`src/rtl/sdinit_pkg.sv`:
```
package sdinit_pkg;

    typedef enum logic [3:0] {
        ST_IDLE,
        ST_GRP0,
        ST_GRP1,
        ST_TIM_SAFE,
        ST_NOP,
        ST_PWR_WAIT,
        ST_ISSUE,
        ST_GAP,
        ST_TIM_FULL,
        ST_DONE
    } seq_state_t;

    // Two-bit SDRAM command codes carried in cmd_word[1:0]
    localparam logic [1:0] CMD_NOP = 2'd0;
    localparam logic [1:0] CMD_PRE = 2'd1;
    localparam logic [1:0] CMD_REF = 2'd2;
    localparam logic [1:0] CMD_MRS = 2'd3;

    // Configuration register selects
    localparam logic [1:0] CFG_GRP0 = 2'd0;
    localparam logic [1:0] CFG_GRP1 = 2'd1;
    localparam logic [1:0] CFG_TIM  = 2'd2;

    localparam int unsigned REF_BURST = 8;

    // Round a duration up to whole cycles, never below two
    function automatic int unsigned ns_to_cycles(input int unsigned ns,
                                                 input int unsigned mhz);
        int unsigned c;
        c = (ns * mhz + 999) / 1000;
        return (c < 2) ? 2 : c;
    endfunction

    function automatic int unsigned max_u(input int unsigned a, input int unsigned b);
        return (a > b) ? a : b;
    endfunction

endpackage

```
`src/rtl/sdinit_mode.sv`:
```
module sdinit_mode #(
    parameter int CFG_W     = 32,
    parameter int MODE_W    = 8,
    parameter int WIDTH_BIT = 9
) (
    input  logic [CFG_W-1:0]  tim_cfg,
    input  logic [CFG_W-1:0]  grp0_cfg,
    input  logic [MODE_W-1:0] mode_ovr,
    output logic [MODE_W-1:0] mode_data
);

    localparam logic [MODE_W-1:0] MD_CL2 = MODE_W'(8'h40);
    localparam logic [MODE_W-1:0] MD_CL3 = MODE_W'(8'h60);

    logic [MODE_W-1:0] wide_val;
    logic              narrow_bus;

    always_comb begin
        wide_val   = (tim_cfg[2:0] == 3'd2) ? MD_CL2 : MD_CL3;
        narrow_bus = grp0_cfg[WIDTH_BIT];
        if (mode_ovr != '0)
            mode_data = mode_ovr;
        else if (narrow_bus)
            mode_data = wide_val >> 1;
        else
            mode_data = wide_val;
    end

endmodule

```
`src/rtl/sdinit_timer.sv`:
```
module sdinit_timer #(
    parameter int CNT_W = 8
) (
    input  logic             clk,
    input  logic             rst_n,
    input  logic             load,
    input  logic [CNT_W-1:0] load_val,
    output logic             expired
);

    logic [CNT_W-1:0] cnt_q;

    always_ff @(posedge clk or negedge rst_n) begin
        if (!rst_n)
            cnt_q <= '0;
        else if (load)
            cnt_q <= load_val;
        else if (cnt_q != '0)
            cnt_q <= cnt_q - 1'b1;
    end

    assign expired = (cnt_q == '0);

endmodule

```
`src/rtl/sdinit_ctrl.sv`:
```
module sdinit_ctrl
    import sdinit_pkg::*;
#(
    parameter int CFG_W   = 32,
    parameter int MODE_W  = 8,
    parameter int REF_LSB = 12,
    parameter int PW_CYC  = 20000,
    parameter int GAP_CYC = 8,
    parameter int CNT_W   = 15
) (
    input  logic              clk,
    input  logic              rst_n,
    input  logic              start,
    input  logic [CFG_W-1:0]  tim_in,
    input  logic [CFG_W-1:0]  grp0_in,
    input  logic [CFG_W-1:0]  grp1_in,
    input  logic [MODE_W-1:0] mode_in,
    input  logic              ovr_zero_in,
    input  logic              tmr_expired,
    output logic              tmr_load,
    output logic [CNT_W-1:0]  tmr_val,
    output logic              cfg_wr,
    output logic [1:0]        cfg_addr,
    output logic [CFG_W-1:0]  cfg_data,
    output logic              cmd_stb,
    output logic [MODE_W+1:0] cmd_word,
    output logic              done
);

    localparam int          LAST_IDX = REF_BURST + 1;
    localparam int          IDX_W    = $clog2(LAST_IDX + 1);
    localparam int unsigned SAT_MAX  = max_u(PW_CYC, GAP_CYC);
    localparam logic [CFG_W-1:0] REF_MASK = ~(CFG_W'(3) << REF_LSB);

    seq_state_t        state_q, state_d;
    logic [IDX_W-1:0]  idx_q;
    logic [CFG_W-1:0]  tim_q, grp0_q, grp1_q;
    logic [MODE_W-1:0] mode_q;
    logic              ovr_zero_q;
    logic [1:0]        issue_code;

    // State register and captured configuration
    always_ff @(posedge clk or negedge rst_n) begin
        if (!rst_n) begin
            state_q    <= ST_IDLE;
            idx_q      <= '0;
            tim_q      <= '0;
            grp0_q     <= '0;
            grp1_q     <= '0;
            mode_q     <= '0;
            ovr_zero_q <= 1'b1;
        end else begin
            state_q <= state_d;
            if (state_q == ST_IDLE && start) begin
                tim_q      <= tim_in;
                grp0_q     <= grp0_in;
                grp1_q     <= grp1_in;
                mode_q     <= mode_in;
                ovr_zero_q <= ovr_zero_in;
            end
            if (state_q == ST_GAP && tmr_expired && idx_q != IDX_W'(LAST_IDX))
                idx_q <= idx_q + 1'b1;
        end
    end

    // Next state
    always_comb begin
        state_d = state_q;
        unique case (state_q)
            ST_IDLE:     if (start) state_d = ST_GRP0;
            ST_GRP0:     state_d = ST_GRP1;
            ST_GRP1:     state_d = ST_TIM_SAFE;
            ST_TIM_SAFE: state_d = ST_NOP;
            ST_NOP:      state_d = ST_PWR_WAIT;
            ST_PWR_WAIT: if (tmr_expired) state_d = ST_ISSUE;
            ST_ISSUE:    state_d = ST_GAP;
            ST_GAP:      if (tmr_expired)
                             state_d = (idx_q == IDX_W'(LAST_IDX)) ? ST_TIM_FULL : ST_ISSUE;
            ST_TIM_FULL: state_d = ST_DONE;
            ST_DONE:     state_d = ST_DONE;
            default:     state_d = ST_IDLE;
        endcase
    end

    always_comb begin
        if (idx_q == '0)
            issue_code = CMD_PRE;
        else if (idx_q == IDX_W'(LAST_IDX))
            issue_code = CMD_MRS;
        else
            issue_code = CMD_REF;
    end

    // Outputs
    always_comb begin
        cfg_wr   = 1'b0;
        cfg_addr = CFG_GRP0;
        cfg_data = '0;
        cmd_stb  = 1'b0;
        cmd_word = '0;
        tmr_load = 1'b0;
        tmr_val  = '0;
        done     = 1'b0;
        unique case (state_q)
            ST_IDLE, ST_PWR_WAIT, ST_GAP: ;
            ST_GRP0: begin
                cfg_wr   = 1'b1;
                cfg_addr = CFG_GRP0;
                cfg_data = grp0_q;
            end
            ST_GRP1: begin
                cfg_wr   = 1'b1;
                cfg_addr = CFG_GRP1;
                cfg_data = grp1_q;
            end
            ST_TIM_SAFE: begin
                cfg_wr   = 1'b1;
                cfg_addr = CFG_TIM;
                cfg_data = tim_q & REF_MASK;
            end
            ST_NOP: begin
                cmd_stb  = 1'b1;
                cmd_word = {{MODE_W{1'b0}}, CMD_NOP};
                tmr_load = 1'b1;
                tmr_val  = CNT_W'(PW_CYC - 2);
            end
            ST_ISSUE: begin
                cmd_stb  = 1'b1;
                cmd_word = {mode_q, issue_code};
                tmr_load = 1'b1;
                tmr_val  = CNT_W'(GAP_CYC - 2);
            end
            ST_TIM_FULL: begin
                cfg_wr   = 1'b1;
                cfg_addr = CFG_TIM;
                cfg_data = tim_q;
            end
            ST_DONE: done = 1'b1;
            default: ;
        endcase
    end

    // Cycles since the last command strobe, saturating
    logic [CNT_W-1:0] since_q;
    logic             seen_q;
    always_ff @(posedge clk or negedge rst_n) begin
        if (!rst_n) begin
            since_q <= '0;
            seen_q  <= 1'b0;
        end else if (cmd_stb) begin
            since_q <= CNT_W'(1);
            seen_q  <= 1'b1;
        end else if (since_q < CNT_W'(SAT_MAX)) begin
            since_q <= since_q + 1'b1;
        end
    end

    AST_WR_CMD_EXCL: assert property (@(posedge clk) disable iff (!rst_n)
        !(cfg_wr && cmd_stb));
    AST_NOP_NO_MODE: assert property (@(posedge clk) disable iff (!rst_n)
        (cmd_stb && cmd_word[1:0] == CMD_NOP) |-> cmd_word[MODE_W+1:2] == '0);
    AST_PWRUP_WAIT: assert property (@(posedge clk) disable iff (!rst_n)
        (cmd_stb && cmd_word[1:0] == CMD_PRE) |-> (seen_q && since_q >= CNT_W'(PW_CYC)));
    AST_CMD_SPACING: assert property (@(posedge clk) disable iff (!rst_n)
        (cmd_stb && seen_q) |-> since_q >= CNT_W'(GAP_CYC));
    AST_MODE_LEGAL: assert property (@(posedge clk) disable iff (!rst_n)
        (cmd_stb && cmd_word[1:0] != CMD_NOP && ovr_zero_q) |->
        (cmd_word[MODE_W+1:2] == MODE_W'(8'h40) || cmd_word[MODE_W+1:2] == MODE_W'(8'h60) ||
         cmd_word[MODE_W+1:2] == MODE_W'(8'h20) || cmd_word[MODE_W+1:2] == MODE_W'(8'h30)));
    AST_DONE_STICKY: assert property (@(posedge clk) disable iff (!rst_n)
        done |=> done);
    AST_QUIET_DONE: assert property (@(posedge clk) disable iff (!rst_n)
        done |-> (!cmd_stb && !cfg_wr));

endmodule

```
`src/rtl/sdram_init_seq.sv`:
```
module sdram_init_seq
    import sdinit_pkg::*;
#(
    parameter int CFG_W     = 32,
    parameter int MODE_W    = 8,
    parameter int WIDTH_BIT = 9,
    parameter int REF_LSB   = 12,
    parameter int CLK_MHZ   = 100,
    parameter int PWRUP_NS  = 200000,
    parameter int GAP_NS    = 80
) (
    input  logic              clk,
    input  logic              rst_n,
    input  logic              start,
    input  logic [CFG_W-1:0]  tim_cfg,
    input  logic [CFG_W-1:0]  grp0_cfg,
    input  logic [CFG_W-1:0]  grp1_cfg,
    input  logic [MODE_W-1:0] mode_ovr,
    output logic              cfg_wr,
    output logic [1:0]        cfg_addr,
    output logic [CFG_W-1:0]  cfg_data,
    output logic              cmd_stb,
    output logic [MODE_W+1:0] cmd_word,
    output logic              done
);

    localparam int PW_CYC  = int'(ns_to_cycles(PWRUP_NS, CLK_MHZ));
    localparam int GAP_CYC = int'(ns_to_cycles(GAP_NS, CLK_MHZ));
    localparam int CNT_W   = $clog2(int'(max_u(PW_CYC, GAP_CYC)) + 1);

    logic [MODE_W-1:0] mode_live;
    logic              tmr_load;
    logic [CNT_W-1:0]  tmr_val;
    logic              tmr_expired;

    sdinit_mode #(
        .CFG_W     (CFG_W),
        .MODE_W    (MODE_W),
        .WIDTH_BIT (WIDTH_BIT)
    ) u_mode (
        .tim_cfg   (tim_cfg),
        .grp0_cfg  (grp0_cfg),
        .mode_ovr  (mode_ovr),
        .mode_data (mode_live)
    );

    sdinit_timer #(
        .CNT_W (CNT_W)
    ) u_timer (
        .clk      (clk),
        .rst_n    (rst_n),
        .load     (tmr_load),
        .load_val (tmr_val),
        .expired  (tmr_expired)
    );

    sdinit_ctrl #(
        .CFG_W   (CFG_W),
        .MODE_W  (MODE_W),
        .REF_LSB (REF_LSB),
        .PW_CYC  (PW_CYC),
        .GAP_CYC (GAP_CYC),
        .CNT_W   (CNT_W)
    ) u_ctrl (
        .clk         (clk),
        .rst_n       (rst_n),
        .start       (start),
        .tim_in      (tim_cfg),
        .grp0_in     (grp0_cfg),
        .grp1_in     (grp1_cfg),
        .mode_in     (mode_live),
        .ovr_zero_in (mode_ovr == '0),
        .tmr_expired (tmr_expired),
        .tmr_load    (tmr_load),
        .tmr_val     (tmr_val),
        .cfg_wr      (cfg_wr),
        .cfg_addr    (cfg_addr),
        .cfg_data    (cfg_data),
        .cmd_stb     (cmd_stb),
        .cmd_word    (cmd_word),
        .done        (done)
    );

endmodule

```
`config.mk`:
```
export PLATFORM = sky130hd
export DESIGN_NAME = sdram_init_seq
export DESIGN_NICKNAME = d
export VERILOG_FILES = /design/src/rtl/sdinit_pkg.sv /design/src/rtl/sdinit_mode.sv /design/src/rtl/sdinit_timer.sv /design/src/rtl/sdinit_ctrl.sv /design/src/rtl/sdram_init_seq.sv
export SDC_FILE = /design/constraint.sdc
export NUM_CORES = 1
export LEC_CHECK = 0
export BUFFER_PORTS_ARGS = -buffer_cell sky130_fd_sc_hd__buf_2
export CORE_ASPECT_RATIO = 0.8
export CORE_MARGIN = 5
export CORE_UTILIZATION = 58
export CTS_CLUSTER_SIZE = 10
export DETAILED_ROUTE_END_ITERATION = 16
export PLACE_DENSITY = 0.86
export SETUP_SLACK_MARGIN = 0.4
export SYNTH_ARGS = -nofsm -noshare
export SYNTH_HDL_FRONTEND = slang
export SYNTH_HIERARCHICAL = 1
export SYNTH_SLANG_ARGS = --single-unit
export TNS_END_PERCENT = 20
```
`constraint.sdc`:
```
create_clock -name clk -period 4.8 [get_ports clk]
set_input_delay 0.24 -clock clk [delete_from_list [all_inputs] [get_ports clk]]
set_output_delay 0.24 -clock clk [all_outputs]
set_load 0.01 [all_outputs]
```
# Word level (Yosys, flattened, before mapping)
# Index checks and enable logic that the tools add are counted.
# totals
register_bits	127
inputBits	107
output_inout_bits	47
# op_classes
addsub	2
eq_ne	15
muxes	19
reduce_logical	14
# op_table
operator	count
32-bit case mux with 4 select lines	1
4-bit case mux with 9 select lines	1
15-bit 2-to-1 mux	2
15-bit case mux with 2 select lines	1
4-bit by 3-bit equality test with 1-bit output, second input constant	4
4-bit 2-to-1 mux	4
8-bit 2-to-1 mux	2
15-bit logical NOT	1
15-bit nonzero test	1
15-bit by 1-bit subtractor with 15-bit output, second input constant	1
4-bit equality test, second input constant	3
10-bit 2-to-1 mux	1
4-bit by 2-bit equality test with 1-bit output, second input constant	2
4-bit logical NOT	2
8-bit nonzero test	1
6-bit 2-to-1 mux	1
2-bit OR reduction	3
4-bit by 1-bit adder with 4-bit output, second input constant	1
4-bit by 1-bit equality test with 1-bit output, second input constant	1
1-bit 2-to-1 mux	4
2-bit by 1-bit inequality test with 1-bit output, second input constant	2
4-bit inequality test, second input constant	1
2-bit case mux with 2 select lines	1
4-bit OR reduction	1
other kinds (6)	8

# Depth between registers and ports, before layout
# logic_depth
depth_word	4
depth_mapped	7
mapped_depth_nobuf	7

# Modules after synthesis
# Netlist, hierarchy kept.
# modules_own_cells
module	n_inst	cells_each	area_each_um2	seq_area_each_um2
sdinit_ctrl	1	410	5427.7	2802.7
sdinit_timer	1	79	829.5	375.4
sdinit_mode	1	13	82.6	0.0
sdram_init_seq	1	3	18.8	0.0

# Worst setup path before layout
# OpenSTA, ideal clock, no wires.
# synth_timing
path_type	register to register
start	register u_timer.cnt_q[0]
end	register u_ctrl.idx_q[1]
setup_time_ps	125
arrival_ps	2225
setup_slack_ps	2451
stages_incl_launch_ff	7
period_less_slack_ps	2349
path_cell_list	dfrtp_1 -> inv_1 -> ha_1 -> or4b_1 -> nor4b_4 -> nand3_1 -> mux2_2
# synth_via
elab_chain_len	3
# synth_lines
item	line_no	source
from (decl)	sdinit_timer.sv:11	logic [CNT_W-1:0] cnt_q;
from (signal assigned)	sdinit_timer.sv:17	cnt_q <= load_val;
from (signal assigned)	sdinit_timer.sv:19	cnt_q <= cnt_q - 1'b1;
15-bit logical NOT	sdinit_timer.sv:22	assign expired = (cnt_q == '0);
net tmr_expired	sdram_init_seq.sv:34	logic tmr_expired;
1-bit logical AND (2 in a row)	sdinit_ctrl.sv:61	if (state_q == ST_GAP && tmr_expired && idx_q != IDX_W'(LAST_IDX))
to (signal assigned)	sdinit_ctrl.sv:62	idx_q <= idx_q + 1'b1;
to (decl)	sdinit_ctrl.sv:36	logic [IDX_W-1:0] idx_q;
# The timed path passes the listed nets, and every way through them passes these cells.
# A chain may end at the register's enable or synchronous reset.

# Worst setup path in the final report
# layout_timing
start	register u_ctrl.state_q[1]
end	output port cfg_data[29]
# layout_via
elab_chain_len	2
word_cells_on_any_way	5
cone_classes	eq/ne (4); mux (1)
# layout_lines
item	line_no	source
from (decl)	sdinit_ctrl.sv:35	seq_state_t state_q, state_d;
from (signal assigned)	sdinit_ctrl.sv:53	state_q <= state_d;
4-bit equality test, or another cell as far along	sdinit_ctrl.sv:104	unique case (state_q)
32-bit case mux with 4 select lines (*)	sdinit_ctrl.sv:104	
to (decl)	sdram_init_seq.sv:21	output logic [CFG_W-1:0] cfg_data,
# Mark *: on every way between the ends. The rest lies on a longest branch, timed or not.

==> report_table.html <==
<table>
<tr><th>Metric</th><th>Value</th></tr>
<tr><th colspan="2">Layout</th></tr>
<tr><td>Final Instance Count excl. Fillers</td><td>about 800</td></tr>
<tr><td>Most common library cell in the layout ignoring fill and taps</td><td>buf_2</td></tr>
<tr><td>Fraction of final layout cells with drive strength greater than 1</td><td>0.4731</td></tr>
<tr><td>P&amp;R area growth vs syn</td><td>20.21%</td></tr>
<tr><td>Most frequent cells in the layout</td><td>152 x buf_2, 127 x dfrtp_1, 60 x mux2_4</td></tr>
<tr><td>Number of nets in the finished design</td><td>749</td></tr>
<tr><th colspan="2">Setup path</th></tr>
<tr><td>Setup crit start kind</td><td>flop</td></tr>
<tr><td>Critical path peak fanout</td><td>19</td></tr>
<tr><td>Delay of the slowest cell on the worst path</td><td>960 ps</td></tr>
<tr><td>Slowest cell on crit path</td><td>nor4b_4</td></tr>
<tr><td>Critical path endpoint category</td><td>output port</td></tr>
<tr><td>Critical path cell sequence</td><td>nor4b_4 -&gt; buf_4 -&gt; a22oi_1 -&gt; o21ai_0 -&gt; buf_2</td></tr>
<tr><td>CP required</td><td>4560 ps</td></tr>
<tr><td>Critical setup path kind</td><td>flop to output port</td></tr>
<tr><td>Arrival time at the worst endpoint</td><td>2880 ps</td></tr>
<tr><th colspan="2">Detailed routing</th></tr>
<tr><td>Vias per cell</td><td>5.602</td></tr>
<tr><td>Per-cell routed wire length</td><td>roughly 19 um</td></tr>
<tr><td>First-iteration detailed-routing DRC count</td><td>380</td></tr>
<tr><td>Via Count</td><td>4459</td></tr>
<tr><td>Iteration count of the initial detailed-routing pass</td><td>5</td></tr>
<tr><td>Total wire length after detailed routing</td><td>about 15 mm</td></tr>
<tr><td>Number of nets with antenna violations after detailed routing</td><td>0</td></tr>
<tr><td>Post-route DRC violation count</td><td>0</td></tr>
<tr><th colspan="2">Run status</th></tr>
<tr><td>Outcome</td><td>completed</td></tr>
<tr><th colspan="2">STA</th></tr>
<tr><td>Pins over their slew limit</td><td>0</td></tr>
<tr><td>Setup Viol. Count Final</td><td>0</td></tr>
<tr><td>Worst rel slew slack</td><td>0.1901</td></tr>
<tr><td>Accumulated negative setup slack</td><td>0 ps</td></tr>
<tr><td>Max Clock Skew</td><td>8.368 ps</td></tr>
<tr><td>Time the worst path needs with I/O delays and setup</td><td>3125 ps</td></tr>
<tr><td>Post-route fraction of the period consumed by the critical path</td><td>0.6510</td></tr>
<tr><td>Final hold violations</td><td>0</td></tr>
<tr><td>Least-Margin Pin Slew</td><td>roughly 1200 ps</td></tr>
<tr><td>Achievable clock frequency</td><td>between 0.3 and 0.4 GHz</td></tr>
<tr><td>Unrepaired setup endpoints after global routing</td><td>no</td></tr>
<tr><td>Final hold slack</td><td>roughly 11 ps</td></tr>
<tr><th colspan="2">GRT</th></tr>
<tr><td>GRT Util Overall</td><td>0.2387</td></tr>
<tr><td>Wire length of the first global-routing pass</td><td>around 25 mm</td></tr>
<tr><td>Vias in the first global route</td><td>4803</td></tr>
<tr><td>Initial antenna violation count</td><td>1</td></tr>
<tr><td>Residual overflow from global routing</td><td>0</td></tr>
<tr><td>Pin count of the biggest net entering global routing</td><td>82</td></tr>
<tr><th colspan="2">Hold path</th></tr>
<tr><td>Worst Hold Class</td><td>primary input to async pin</td></tr>
<tr><th colspan="2">Clocking</th></tr>
<tr><td>Post CTS Setup Buffer Count</td><td>0</td></tr>
<tr><td>Number of buffers created by CTS</td><td>17</td></tr>
<tr><td>Number of buffers added to fix hold violations after cts</td><td>0</td></tr>
<tr><td>Post-cts gate resize count</td><td>0</td></tr>
<tr><td>Reg clk slew, reported paths</td><td>60 ps</td></tr>
<tr><td>Later-pin clock latency in the skew report</td><td>between 400 and 500 ps</td></tr>
<tr><td>CTS tree</td><td>yes</td></tr>
<tr><td>Sinks on the clock net</td><td>127</td></tr>
<tr><td>Longest Clk Path Bufs</td><td>2</td></tr>
<tr><td>H-tree depth</td><td>4</td></tr>
<tr><td>Cell chosen for the clock root</td><td>clkbuf_16</td></tr>
<tr><th colspan="2">Floorplanning</th></tr>
<tr><td>Horizontal die dimension</td><td>126.9 um</td></tr>
<tr><td>Ports</td><td>154</td></tr>
<tr><td>Floorplan row count</td><td>34</td></tr>
<tr><td>Starting Density</td><td>0.5890</td></tr>
<tr><td>Core Footprint</td><td>10760 um^2</td></tr>
<tr><td>Chip Height</td><td>103.5 um</td></tr>
<tr><td>Die outline area</td><td>13130 um^2</td></tr>
<tr><th colspan="2">Power and ir drop</th></tr>
<tr><td>Peak supply drop</td><td>323.1 uV</td></tr>
<tr><td>Power density over cell area</td><td>336.3 nW/um^2</td></tr>
<tr><td>Lkg Pwr</td><td>4.049 nW</td></tr>
<tr><td>Power Total</td><td>2.563 mW</td></tr>
<tr><th colspan="2">Yosys</th></tr>
<tr><td>Post-Syn Area</td><td>roughly 6300 um^2</td></tr>
<tr><td>Yosys warning count</td><td>6</td></tr>
<tr><td>Mean cell area of the mapped netlist</td><td>12.63 um^2</td></tr>
<tr><td>Cells after Synth</td><td>502</td></tr>
<tr><th colspan="2">Placement</th></tr>
<tr><td>Number of port buffers</td><td>roughly 150</td></tr>
<tr><td>Last weighted congestion value of the routability-driven placer</td><td>0.8160</td></tr>
<tr><td>HPWL reported at the end of detailed placement</td><td>10.15 mm</td></tr>
<tr><td>Number of placed instances, taps included</td><td>763</td></tr>
<tr><th colspan="2">Run</th></tr>
<tr><td>Number of max-cap violations</td><td>0</td></tr>
</table>
state kept, by name, indices dropped and copies added, names as in the netlist:
| register | cells |
|---|---|
| u_ctrl/idx_q | 4 |
| u_ctrl/grp1_q | 32 |
| u_ctrl/state_q | 4 |
| u_timer/cnt_q | 15 |
| u_ctrl/tim_q | 32 |
| u_ctrl/mode_q | 8 |
| u_ctrl/grp0_q | 32 |
worst paths after layout:
| kind | from | end | slack (ps) | depth (start not counted) |
|---|---|---|---|---|
| hold / removal | rst_n | u_ctrl/mode_q[2] | 10 | 1 |
| min in group clk | grp1_cfg[31] | u_ctrl/grp1_q[31] | 60 | 2 |
| max in group asynchronous | rst_n | u_ctrl/grp1_q[27] | 3580 | 2 |
| setup reg to reg | u_ctrl/state_q[2] | u_ctrl/grp1_q[10] | 1920 | 4 |
| setup / recovery | u_ctrl/state_q[1] | cfg_data[29] | 1680 | 5 |
| hold reg to reg | u_ctrl/tim_q[17] | u_ctrl/tim_q[17] | 500 | 1 |
where the power goes:
part | total (mW) | internal (mW) | switching, mW
registers | 1.16 | 1.11 | 0.0468
logic | 0.190 | 0.0910 | 0.0986
clock network | 1.22 | 0.750 | 0.467
total | 2.56 | 1.95 | 0.613
layout make-up:
cell class,count,area (um^2)
Antenna cell,1,2.502
Clock buffer,22,474.2
Clock inverter,10,87.58
Fill cell,693,3142
Inverter,39,146.4
Multi-Input combinational cell,293,2731
Sequential cell,127,3178
Tap cell,144,180.2
Timing Repair Buffer,160,820.8
metal layers:
layer / vias to the layer above / global-route usage / routed length (um)
met5: - / 0 / 13
met4: 2 / 0.08346 / 323
met3: 32 / 0.06276 / 940
met2: 166 / 0.3950 / 7700
met1: 2223 / 0.3041 / 6430
li1: 2036 / - / -
through the flow:
step | setup slack (ps) | util | instance area (um^2)
after global placement | 2059 | 0.6557 | 7057
after global routing | 1536 | 0.7079 | 7619
after detailed placement | 1931 | 0.6557 | 7057
final | 1675 | 0.7081 | 7621
after CTS | 1674 | 0.7079 | 7619
after floorplan | 2451 | - | 6362
critical path: cells and delay by family (launching register included):
family | cells | cell delay [ps]
AND/OR/NAND/NOR | 1 | 960
buffers and inverters | 2 | 610
AO/OA/AOI/OAI | 2 | 240
flip-flops | 1 | 660
(Power assumes the default switching activity.)
